**src/rtl/vcif_pkg.sv**
```systemverilog
package vcif_pkg;

    // Lifecycle of one list register; encoding is visible on the hypervisor port.
    typedef enum logic [1:0] {
        LR_INVALID  = 2'b00,
        LR_PENDING  = 2'b01,
        LR_ACTIVE   = 2'b10,
        LR_PEND_ACT = 2'b11
    } lr_state_e;

endpackage

```
**src/rtl/vcif_lr_entry.sv**
```systemverilog
module vcif_lr_entry
    import vcif_pkg::*;
#(
    parameter int ID_W   = 10,
    parameter int PRIO_W = 5
) (
    input  logic              clk,
    input  logic              rst_n,
    input  logic              load,
    input  logic [ID_W-1:0]   load_id,
    input  logic [PRIO_W-1:0] load_prio,
    input  lr_state_e         load_state,
    input  logic              take,
    input  logic              retire,
    output logic [ID_W-1:0]   id,
    output logic [PRIO_W-1:0] prio,
    output lr_state_e         state,
    output logic              is_pending,
    output logic              is_active
);

    lr_state_e         state_q, state_d;
    logic [ID_W-1:0]   id_q;
    logic [PRIO_W-1:0] prio_q;

    // State register and payload
    always_ff @(posedge clk or negedge rst_n) begin
        if (!rst_n) begin
            state_q <= LR_INVALID;
            id_q    <= '0;
            prio_q  <= '0;
        end else begin
            state_q <= state_d;
            if (load) begin
                id_q   <= load_id;
                prio_q <= load_prio;
            end
        end
    end

    // Transitions: a hypervisor load overrides any guest event
    always_comb begin
        state_d = state_q;
        if (load) begin
            state_d = load_state;
        end else begin
            unique case (state_q)
                LR_INVALID:  state_d = LR_INVALID;
                LR_PENDING:  if (take)   state_d = LR_ACTIVE;
                LR_ACTIVE:   if (retire) state_d = LR_INVALID;
                LR_PEND_ACT: if (retire) state_d = LR_PENDING;
                default:     state_d = LR_INVALID;
            endcase
        end
    end

    // Outputs
    always_comb begin
        id         = id_q;
        prio       = prio_q;
        state      = state_q;
        is_pending = (state_q == LR_PENDING);
        is_active  = (state_q == LR_ACTIVE) || (state_q == LR_PEND_ACT);
    end

endmodule

```
**src/rtl/vcif_prio_sel.sv**
```systemverilog
module vcif_prio_sel #(
    parameter int N      = 4,
    parameter int ID_W   = 10,
    parameter int PRIO_W = 5,
    localparam int IDX_W = (N > 1) ? $clog2(N) : 1
) (
    input  logic [N-1:0]             pend_vec,
    input  logic [N-1:0]             act_vec,
    input  logic [N-1:0][PRIO_W-1:0] prio_vec,
    output logic                     pend_found,
    output logic [IDX_W-1:0]         pend_idx,
    output logic [PRIO_W-1:0]        pend_prio,
    output logic [PRIO_W:0]          run_prio
);

    localparam logic [PRIO_W:0] RUN_IDLE = {1'b1, {PRIO_W{1'b0}}};

    // Strict compare while scanning upward keeps the lowest index on ties.
    always_comb begin
        pend_found = 1'b0;
        pend_idx   = '0;
        pend_prio  = '1;
        run_prio   = RUN_IDLE;
        for (int i = 0; i < N; i++) begin
            if (pend_vec[i] && (!pend_found || prio_vec[i] < pend_prio)) begin
                pend_found = 1'b1;
                pend_idx   = IDX_W'(i);
                pend_prio  = prio_vec[i];
            end
            if (act_vec[i] && ({1'b0, prio_vec[i]} < run_prio)) begin
                run_prio = {1'b0, prio_vec[i]};
            end
        end
    end

endmodule

```
**src/rtl/vcif_eoi_match.sv**
```systemverilog
module vcif_eoi_match #(
    parameter int N    = 4,
    parameter int ID_W = 10
) (
    input  logic                   eoi_req,
    input  logic [ID_W-1:0]        eoi_id,
    input  logic [N-1:0]           act_vec,
    input  logic [N-1:0][ID_W-1:0] id_vec,
    output logic [N-1:0]           retire_vec
);

    logic hit;

    // Only the lowest-index matching active entry is retired.
    always_comb begin
        hit        = 1'b0;
        retire_vec = '0;
        for (int i = 0; i < N; i++) begin
            if (eoi_req && !hit && act_vec[i] && id_vec[i] == eoi_id) begin
                retire_vec[i] = 1'b1;
                hit           = 1'b1;
            end
        end
    end

endmodule

```
**src/rtl/vcpu_irq_if.sv**
```systemverilog
module vcpu_irq_if
    import vcif_pkg::*;
#(
    parameter int NUM_LR = 4,
    parameter int ID_W   = 10,
    parameter int PRIO_W = 5,
    localparam int IDX_W = (NUM_LR > 1) ? $clog2(NUM_LR) : 1,
    localparam int LR_W  = ID_W + PRIO_W + 2
) (
    input  logic              clk,
    input  logic              rst_n,
    input  logic              hv_wr_en,
    input  logic [IDX_W-1:0]  hv_wr_idx,
    input  logic [LR_W-1:0]   hv_wr_data,
    input  logic [IDX_W-1:0]  hv_rd_idx,
    output logic [LR_W-1:0]   hv_rd_data,
    output logic              hv_all_empty,
    input  logic              gu_ack_req,
    output logic              gu_ack_vld,
    output logic [ID_W-1:0]   gu_ack_id,
    input  logic              gu_eoi_req,
    input  logic [ID_W-1:0]   gu_eoi_id,
    input  logic              gu_pmr_wr,
    input  logic [PRIO_W-1:0] gu_pmr_data,
    output logic              virq
);

    localparam logic [ID_W-1:0] SPURIOUS_ID = {ID_W{1'b1}};

    logic [NUM_LR-1:0]             pend_vec;
    logic [NUM_LR-1:0]             act_vec;
    logic [NUM_LR-1:0]             valid_vec;
    logic [NUM_LR-1:0]             retire_vec;
    logic [NUM_LR-1:0][ID_W-1:0]   id_vec;
    logic [NUM_LR-1:0][PRIO_W-1:0] prio_vec;
    lr_state_e                     state_vec [NUM_LR];

    logic              pend_found;
    logic [IDX_W-1:0]  pend_idx;
    logic [PRIO_W-1:0] pend_prio;
    logic [PRIO_W:0]   run_prio;
    logic [PRIO_W-1:0] pmr_q;
    logic              eligible;
    logic              ack_take;
    logic              ack_vld_q;
    logic [ID_W-1:0]   ack_id_q;

    // List registers
    for (genvar g = 0; g < NUM_LR; g++) begin : g_lr
        logic wr_hit;
        assign wr_hit = hv_wr_en && (hv_wr_idx == IDX_W'(g));

        vcif_lr_entry #(
            .ID_W   (ID_W),
            .PRIO_W (PRIO_W)
        ) u_lr (
            .clk        (clk),
            .rst_n      (rst_n),
            .load       (wr_hit),
            .load_id    (hv_wr_data[LR_W-1 -: ID_W]),
            .load_prio  (hv_wr_data[2 +: PRIO_W]),
            .load_state (lr_state_e'(hv_wr_data[1:0])),
            .take       (ack_take && (pend_idx == IDX_W'(g))),
            .retire     (retire_vec[g]),
            .id         (id_vec[g]),
            .prio       (prio_vec[g]),
            .state      (state_vec[g]),
            .is_pending (pend_vec[g]),
            .is_active  (act_vec[g])
        );

        assign valid_vec[g] = (state_vec[g] != LR_INVALID);
    end

    vcif_prio_sel #(
        .N      (NUM_LR),
        .ID_W   (ID_W),
        .PRIO_W (PRIO_W)
    ) u_sel (
        .pend_vec   (pend_vec),
        .act_vec    (act_vec),
        .prio_vec   (prio_vec),
        .pend_found (pend_found),
        .pend_idx   (pend_idx),
        .pend_prio  (pend_prio),
        .run_prio   (run_prio)
    );

    vcif_eoi_match #(
        .N    (NUM_LR),
        .ID_W (ID_W)
    ) u_eoi (
        .eoi_req    (gu_eoi_req),
        .eoi_id     (gu_eoi_id),
        .act_vec    (act_vec),
        .id_vec     (id_vec),
        .retire_vec (retire_vec)
    );

    // Preemption decision
    always_comb begin
        eligible = pend_found
                && (pend_prio < pmr_q)
                && ({1'b0, pend_prio} < run_prio);
        ack_take = gu_ack_req && eligible;
    end

    // Guest mask and acknowledge response
    always_ff @(posedge clk or negedge rst_n) begin
        if (!rst_n) begin
            pmr_q     <= '0;
            ack_vld_q <= 1'b0;
            ack_id_q  <= '0;
        end else begin
            if (gu_pmr_wr) pmr_q <= gu_pmr_data;
            ack_vld_q <= gu_ack_req;
            if (gu_ack_req) ack_id_q <= eligible ? id_vec[pend_idx] : SPURIOUS_ID;
        end
    end

    always_comb begin
        virq         = eligible;
        gu_ack_vld   = ack_vld_q;
        gu_ack_id    = ack_id_q;
        hv_all_empty = ~|valid_vec;
        hv_rd_data   = {id_vec[hv_rd_idx], prio_vec[hv_rd_idx], state_vec[hv_rd_idx]};
    end

endmodule

```
**config.mk**
```make
export PLATFORM = sky130hd
export DESIGN_NAME = vcpu_irq_if
export DESIGN_NICKNAME = d
export VERILOG_FILES = /design/src/rtl/vcif_pkg.sv /design/src/rtl/vcif_lr_entry.sv /design/src/rtl/vcif_prio_sel.sv /design/src/rtl/vcif_eoi_match.sv /design/src/rtl/vcpu_irq_if.sv
export SDC_FILE = /design/constraint.sdc
export NUM_CORES = 1
export LEC_CHECK = 0
export CORE_AREA = 2 2 124 126
export DETAILED_ROUTE_END_ITERATION = 10
export DIE_AREA = 0 0 126 128
export DONT_BUFFER_PORTS = 1
export HOLD_SLACK_MARGIN = 0.12
export SLEW_MARGIN = 0
export SYNTH_ARGS = -nofsm -noshare
export SYNTH_HDL_FRONTEND = slang
export SYNTH_SLANG_ARGS = --single-unit
```
**constraint.sdc**
```tcl
create_clock -name clk -period 8.8 [get_ports clk]
set_input_delay 0.88 -clock clk [delete_from_list [all_inputs] [get_ports clk]]
set_output_delay 0.88 -clock clk [all_outputs]
set_load 0.03 [all_outputs]
```
Word-level counts from Yosys, hierarchy flattened
Index checks and enable logic that the tools add are counted.
{"block": "totals", "ff_bits": 84, "latch_bits": 0, "mem_bits_rw": 0, "rom_bits": 0, "in_bits": 42, "out_inout_bits": 30, "wordCells": 169, "mem_count": 0}
{"block": "classes", "add_sub_neg": 0, "n_mul": 0, "div_mod_pow": 0, "order_cmp": 11, "eq_ne": 34, "n_shift": 0, "mux": 51, "bitwise_logic": 1, "reduce_logical": 57}
{"cell": "binary-select mux 10 bit (select 2 bit)", "count": 2}
{"cell": "equality test 10 bit", "count": 4}
{"cell": "2-to-1 mux 2 bit", "count": 20}
{"cell": "inequality test 3 x 1 -> 1 bit, second input constant", "count": 12}
{"cell": "one-hot mux 2 bit (4 select lines)", "count": 4}
{"cell": "2-to-1 mux 10 bit", "count": 3}
{"cell": "logical AND 1 bit", "count": 28}
{"cell": "2-to-1 mux 5 bit", "count": 5}
{"cell": "equality test 2 bit, second input constant", "count": 12}
{"cell": "< comparator 5 x 6 -> 1 bit", "count": 4}
{"cell": "2-to-1 mux 6 bit", "count": 4}
{"cell": "< comparator 5 bit", "count": 4}
{"cell": "equality test 2 x 1 -> 1 bit, second input constant", "count": 6}
{"cell": "zero test 2 bit", "count": 6}
{"cell": "AND reduction 3 bit", "count": 4}
{"cell": "2-to-1 mux 1 bit", "count": 11}
{"cell": "binary-select mux 5 bit (select 2 bit)", "count": 1}
{"cell": "nonzero test 2 bit", "count": 4}
{"cell": "zero test 1 bit", "count": 7}
{"cell": "logical OR 1 bit", "count": 7}
{"cell": "< comparator 2 x 3 -> 1 bit, second input constant", "count": 2}
{"cell": "binary-select mux 2 bit (select 2 bit)", "count": 1}
{"cell": "OR reduction 4 bit", "count": 1}
{"cell": "greater-or-equal comparator 3 bit, second input constant", "count": 1}
{"cell": "inverter 2 -> 3 bit", "count": 1}

Logic depth before layout (Yosys ltp)
{"block": "depth", "ltp_word": 23, "depth_mapped": 37, "ltp_nobuf": 34}

By module
Synthesis repeated with hierarchy kept, for this count alone.
{"block": "hier_totals", "hier_cells": 527, "area_unflattened_um2": 6216.0}
{"module": "vcif_lr_entry", "instances": 4, "cells_per_inst": 45, "area_each_um2": 706.9, "seq_area_each_um2": 425.4}
{"module": "vcpu_irq_if", "instances": 1, "cells_per_inst": 118, "area_each_um2": 1515.2, "seq_area_each_um2": 400.4}
{"module": "vcif_prio_sel", "instances": 1, "cells_per_inst": 159, "area_each_um2": 1242.4, "seq_area_each_um2": 0.0}
{"module": "vcif_eoi_match", "instances": 1, "cells_per_inst": 70, "area_each_um2": 630.6, "seq_area_each_um2": 0.0}

Worst setup path after synthesis
OpenSTA, ideal clock, no wires.
{"block": "synth_timing", "kind": "register -> output", "from": "reg g_lr[0].u_lr.state_q[1]", "to": "out virq", "arrival_time_ns": 6.583, "t_required_ns": 7.920, "setup_slack_ns": 1.337, "path_stages_with_launch": 35, "n_path_buf": 3, "cell_sequence": "dfrtp_1 > buf_4 > nand2b_1 > nor2_1 > ha_1 > o21ai_0 > a211o_1 > a21o_1 > nand2_1 > nand2_1 > o21ai_0 > ha_1 > and3_1 > a21oi_1 > o21ai_1 > mux2_2 > ha_1 > a21o_1 > a21o_1 > a21oi_1 > nand2_1 > nor3_1 > or2_1 > buf_2 > buf_2 > nand2_1 > o21ai_0 > ha_1 > nand4_1 > nor2_1 > a211oi_1 > o21ai_0 > a221oi_1 > o31ai_1 > a21oi_1"}
{"block": "synth_between", "elab_chain_cells": 17, "elab_cells_between_ends": 38, "cone_classes": "order compare: 8; eq/ne: 3; mux: 12; reduce/logical: 15"}
{"item": "start, declared", "line": "vcif_lr_entry.sv:22", "text": "lr_state_e state_q, state_d;"}
{"item": "start signal, assigned", "line": "vcif_lr_entry.sv:33", "text": "state_q <= state_d;"}
{"item": "equality test 2 x 1 -> 1 bit", "line": "vcif_lr_entry.sv:62", "text": "is_pending = (state_q == LR_PENDING);"}
{"item": "2-to-1 mux 5 bit or 2-to-1 mux 1 bit (tied branches)", "line": "vcif_prio_sel.sv:25", "text": "if (pend_vec[i] && (!pend_found || prio_vec[i] < pend_prio)) begin"}
{"item": "< comparator 5 bit or zero test 1 bit (tied branches)", "line": "vcif_prio_sel.sv:25"}
{"item": "logical OR 1 bit", "line": "vcif_prio_sel.sv:25"}
{"item": "logical AND 1 bit", "line": "vcif_prio_sel.sv:25"}
{"item": "2-to-1 mux 5 bit or 2-to-1 mux 1 bit (tied branches)", "line": "vcif_prio_sel.sv:25"}
{"item": "< comparator 5 bit or zero test 1 bit (tied branches)", "line": "vcif_prio_sel.sv:25"}
{"item": "logical OR 1 bit", "line": "vcif_prio_sel.sv:25"}
{"item": "logical AND 1 bit", "line": "vcif_prio_sel.sv:25"}
{"item": "2-to-1 mux 5 bit or 2-to-1 mux 1 bit (tied branches)", "line": "vcif_prio_sel.sv:25"}
{"item": "< comparator 5 bit or zero test 1 bit (tied branches)", "line": "vcif_prio_sel.sv:25"}
{"item": "logical OR 1 bit", "line": "vcif_prio_sel.sv:25"}
{"item": "logical AND 1 bit", "line": "vcif_prio_sel.sv:25"}
{"item": "2-to-1 mux 5 bit", "line": "vcif_prio_sel.sv:25"}
{"item": "< comparator 5 bit", "line": "vcpu_irq_if.sv:103", "text": "&& (pend_prio < pmr_q)"}
{"item": "logical AND 1 bit", "line": "vcpu_irq_if.sv:103"}
{"item": "logical AND 1 bit *", "line": "vcpu_irq_if.sv:104", "text": "&& ({1'b0, pend_prio} < run_prio);"}
{"item": "end, declared", "line": "vcpu_irq_if.sv:25", "text": "output logic virq"}
Mark *: on every way between the ends. The rest lies on a longest branch, timed or not.

Worst setup path in the final report
Same ends and word-level chain as after synthesis.

==> run_results.csv <==
group,metric,value,unit
die,io_pins,72,
run_status,status,"finished clean",
setup_path,reg2reg_slack,1.11,ns
die,die_x,126,um
setup_path,cp.depth,33,
cts,cts_buffers,9,
timing,drv_slew,0,
cts,clk_pin_slew_worst_paths,0.07,ns
final_layout,layout-drive-gt1-share,19.93,%
synth,synthFlopType,"dfrtp_1",
setup_path,r2r_start,"g_lr[0].u_lr.state[1]",
timing,whs,0.2262,ns
setup_path,cp-end-kind,"output port",
cts,cts_buffer_depth,2,
synth,synth_edf_count,0,
global_route,grt_max_degree,85,
setup_path,path_buf_inv,2,
die,chipHeight,128,um
die,rows,45,
final_layout,layout.nets,638,
setup_path,cp_max_fo,25,
setup_path,crit_family,"compound AO/OA/AOI/OAI gates",
power_and_ir_drop,powerDensity,312.4,nW/um^2
final_layout,n_antenna_cell,0,
timing,period_share,92.09,%
final_layout,multi_input_area,3505,sq um
global_route,antenna_found_initial,0,
synth,netlist_instances,585,
synth,synth_fa_ha_area_share,6.440,%
synth,async_flop_share,100.0,%
placement,place_area,5966,sq um
synth,synth_top_family_by_area,"multiplexers",
timing,fin_skew,0.01078,ns
global_route,grtUsageTotal,21.26,%
cts,holdBufCountCts,0,
setup_path,r2r_end,"g_lr[3].u_lr.state[0]",
detailed_routing,num_vias,4551,
die,start_util,39.08,%
timing,finalHoldViolCount,0,
setup_path,critPathLaunch,"g_lr[0].u_lr.state[1]",
setup_path,endpoint,"virq",
synth,synth_xor_area_share,6.181,%
synth,synth_nets,656,
setup_path,cp.required,7.92,ns
job,drv_cap,0,
final_layout,utilization,42.11,%
synth,ys_seq_area_share,36.18,%
detailed_routing,post-route-drc-count,0,
final_layout,nFillCells,1442,
cts,tritoncts,"built",
setup_path,cp.arrival,7.22,ns
synth,synthSimpleGateAreaFrac,14.06,%
synth,synth.area.mux_share,19.13,%
cts,worstSkewPairLatency,0.35,ns
power_and_ir_drop,vdd_drop_max,154.8,uV
final_layout,ff_latch_area,2102,sq um
synth,synth_compound_area_share,14.30,%
synth,ys_seq_elements,84,
placement,hpwl,11840,um
setup_path,max_stage_delay,0.37,ns
power_and_ir_drop,leakage,0.002513,uW
cts,htreeDepth,3,
cts,cts_resized,0,
setup_path,startpoint_type,"register",
cts,cts_sinks,84,
timing,max-slew-margin-rel,20.54,%
cts,clockRootBuffer,"clkbuf_16",
global_route,grt_pass1_wl,26610,um
synth,yosysWarnings,0,
timing,worstMarginPinSlew,1.189,ns
global_route,overflow,0,
placement,gp_congestion,0.9122,
detailed_routing,wirelength,16490,um
setup_path,cp_slowest_cell,"dfrtp_1",
synth,syn-cell-area,5809,sq um
timing,fmax,0.1234,GHz
detailed_routing,routedWlPerCell,21.69,um
detailed_routing,vias_per_cell,5.988,
synth,synth_cell_types,57,
final_layout,syn2layout_area_growth,7.754,%
setup_path,crit_type,"register to output port",
global_route,grt_pass1_vias,4786,
synth,avgSynthCellArea,9.930,sq um
die,core_area,14860,sq um
cts,cts_setup_buffers,0,
detailed_routing,first_pass_iters,5,
setup_path,r2r_cells,34,
final_layout,final_area,6260,sq um
timing,setup_viol,0,
worst_hold_path,hp-class,"primary input to asynchronous set/reset pin",
detailed_routing,antenna_left,0,
placement,port_buffers,0,
detailed_routing,drtIter0Drc,353,
timing,period_needed,8.104,ns
die,fp.dieArea,16130,sq um
==> worst min path at each step <==
stage / startpoint / end / slack, ns / depth (start not counted)
2_1_floorplan: pmr_q[0] / pmr_q[0] / 0.48 / 1
4_1_cts: rst_n / g_lr[2].u_lr.id[9] / 0.21 / 0
3_5_place_dp: pmr_q[0] / pmr_q[0] / 0.52 / 1
3_3_place_gp: pmr_q[0] / pmr_q[0] / 0.51 / 1
6_report: rst_n / g_lr[0].u_lr.id[5] / 0.23 / 0
5_1_grt: rst_n / g_lr[0].u_lr.prio[0] / 0.20 / 0
==> synthesized netlist by cell type (3+ instances only) <==
cell,n,area [sq um]
a211o_1,3,26.28
a211oi_1,6,45.04
a21o_1,13,97.59
a21oi_1,22,110.1
a31oi_1,14,87.58
and2_1,5,31.28
and3_1,3,18.77
buf_2,4,20.02
clkbuf_1,30,112.6
dfrtp_1,84,2102
ha_1,29,362.9
inv_1,18,67.56
mux2_2,62,698.2
mux2i_1,3,30.03
mux4_2,17,382.9
nand2_1,56,210.2
nand2b_1,6,37.54
nand3_1,27,135.1
nand4_1,13,81.33
nor2_1,31,116.4
nor2b_1,4,25.02
nor3_1,7,35.03
nor3b_1,3,22.52
nor4_1,4,25.02
o211ai_1,11,82.58
o21ai_0,32,160.2
o21ai_1,4,20.02
xnor2_1,35,306.5
xor2_1,6,52.55
==> power by group <==
part	internal [uW]	switching (uW)
Clock	199	175
Sequential	476	178
Combinational	392	535
Total	1070	888
==> per-stage QoR <==
| step | setup WS [ns] | total power (uW) | TNS, ns | instances |
|---|---|---|---|---|
| after floorplan | 1.337 | 1349 | 0 | 585 |
| after CTS | 0.3632 | 1958 | 0 | 760 |
| after global routing | -0.02306 | 2108 | -0.02306 | 760 |
| after global placement | 1.037 | 1551 | 0 | 744 |
| after detailed placement | 0.7571 | 1577 | 0 | 744 |
| final | 0.6960 | 1955 | 0 | 760 |
==> kinds of logic after synthesis <==
logic type / Yosys count
compound gates: 126
mux: 82
simple gates: 167
xor+xnor: 41
flops: 84
fa+ha+maj: 30
buf+inv: 55
==> flip-flops by register name (all words and copies together), names as in the netlist <==
signal / count
gu_ack_id: 10
g_lr.u_lr.id: 40
g_lr.u_lr.state: 8
g_lr.u_lr.prio: 20
pmr_q: 5
gu_ack_vld: 1
==> cell type report <==
class	instances	area share, %
multi-input cells	446	55.99
flip-flops and latches	84	33.58
well taps	188	3.758
clock buffers	9	3.598
inverters	18	1.079
clock inverters	7	1.039
repair buffers	8	0.9594
==> worst register-to-register path: cells and delay by family (launching register included) <==
family | cells | cell delay [ns]
AO/OA/AOI/OAI | 16 | 3.32
AND/OR/NAND/NOR | 12 | 2.28
multiplexers | 1 | 0.15
adder cells (fa/ha/maj) | 4 | 1.09
flip-flops | 1 | 0.37
buffers and inverters | 1 | 0.33
==> cell usage in the layout, fill, tap and decap left out, types with 2 or more instances in the layout <==
cell type	count
a211o_1	3
a211oi_1	6
a21o_1	12
a21oi_1	22
a31oi_1	14
and2_1	5
and3_1	3
buf_4	8
clkbuf_16	9
dfrtp_1	84
ha_1	29
inv_1	18
inv_6	4
inv_8	2
mux2_2	62
mux2i_1	3
mux4_2	17
nand2_1	55
nand2b_1	6
nand3_1	27
nand3b_1	2
nand4_1	13
nor2_1	31
nor2b_1	4
nor3_1	7
nor3b_1	2
nor4_1	4
o211ai_1	11
o21ai_0	32
o21ai_1	3
o22ai_1	2
o31ai_1	2
o41ai_1	2
xnor2_1	35
xor2_1	6
==> metal layers <==
layer	routed length, um	global-route usage (%)
met5	0	0
met2	7847	35.33
met3	1056	5.927
met4	615	9.890
met1	6965	25.73
No activity file was read; power rests on OpenSTA's default activity.
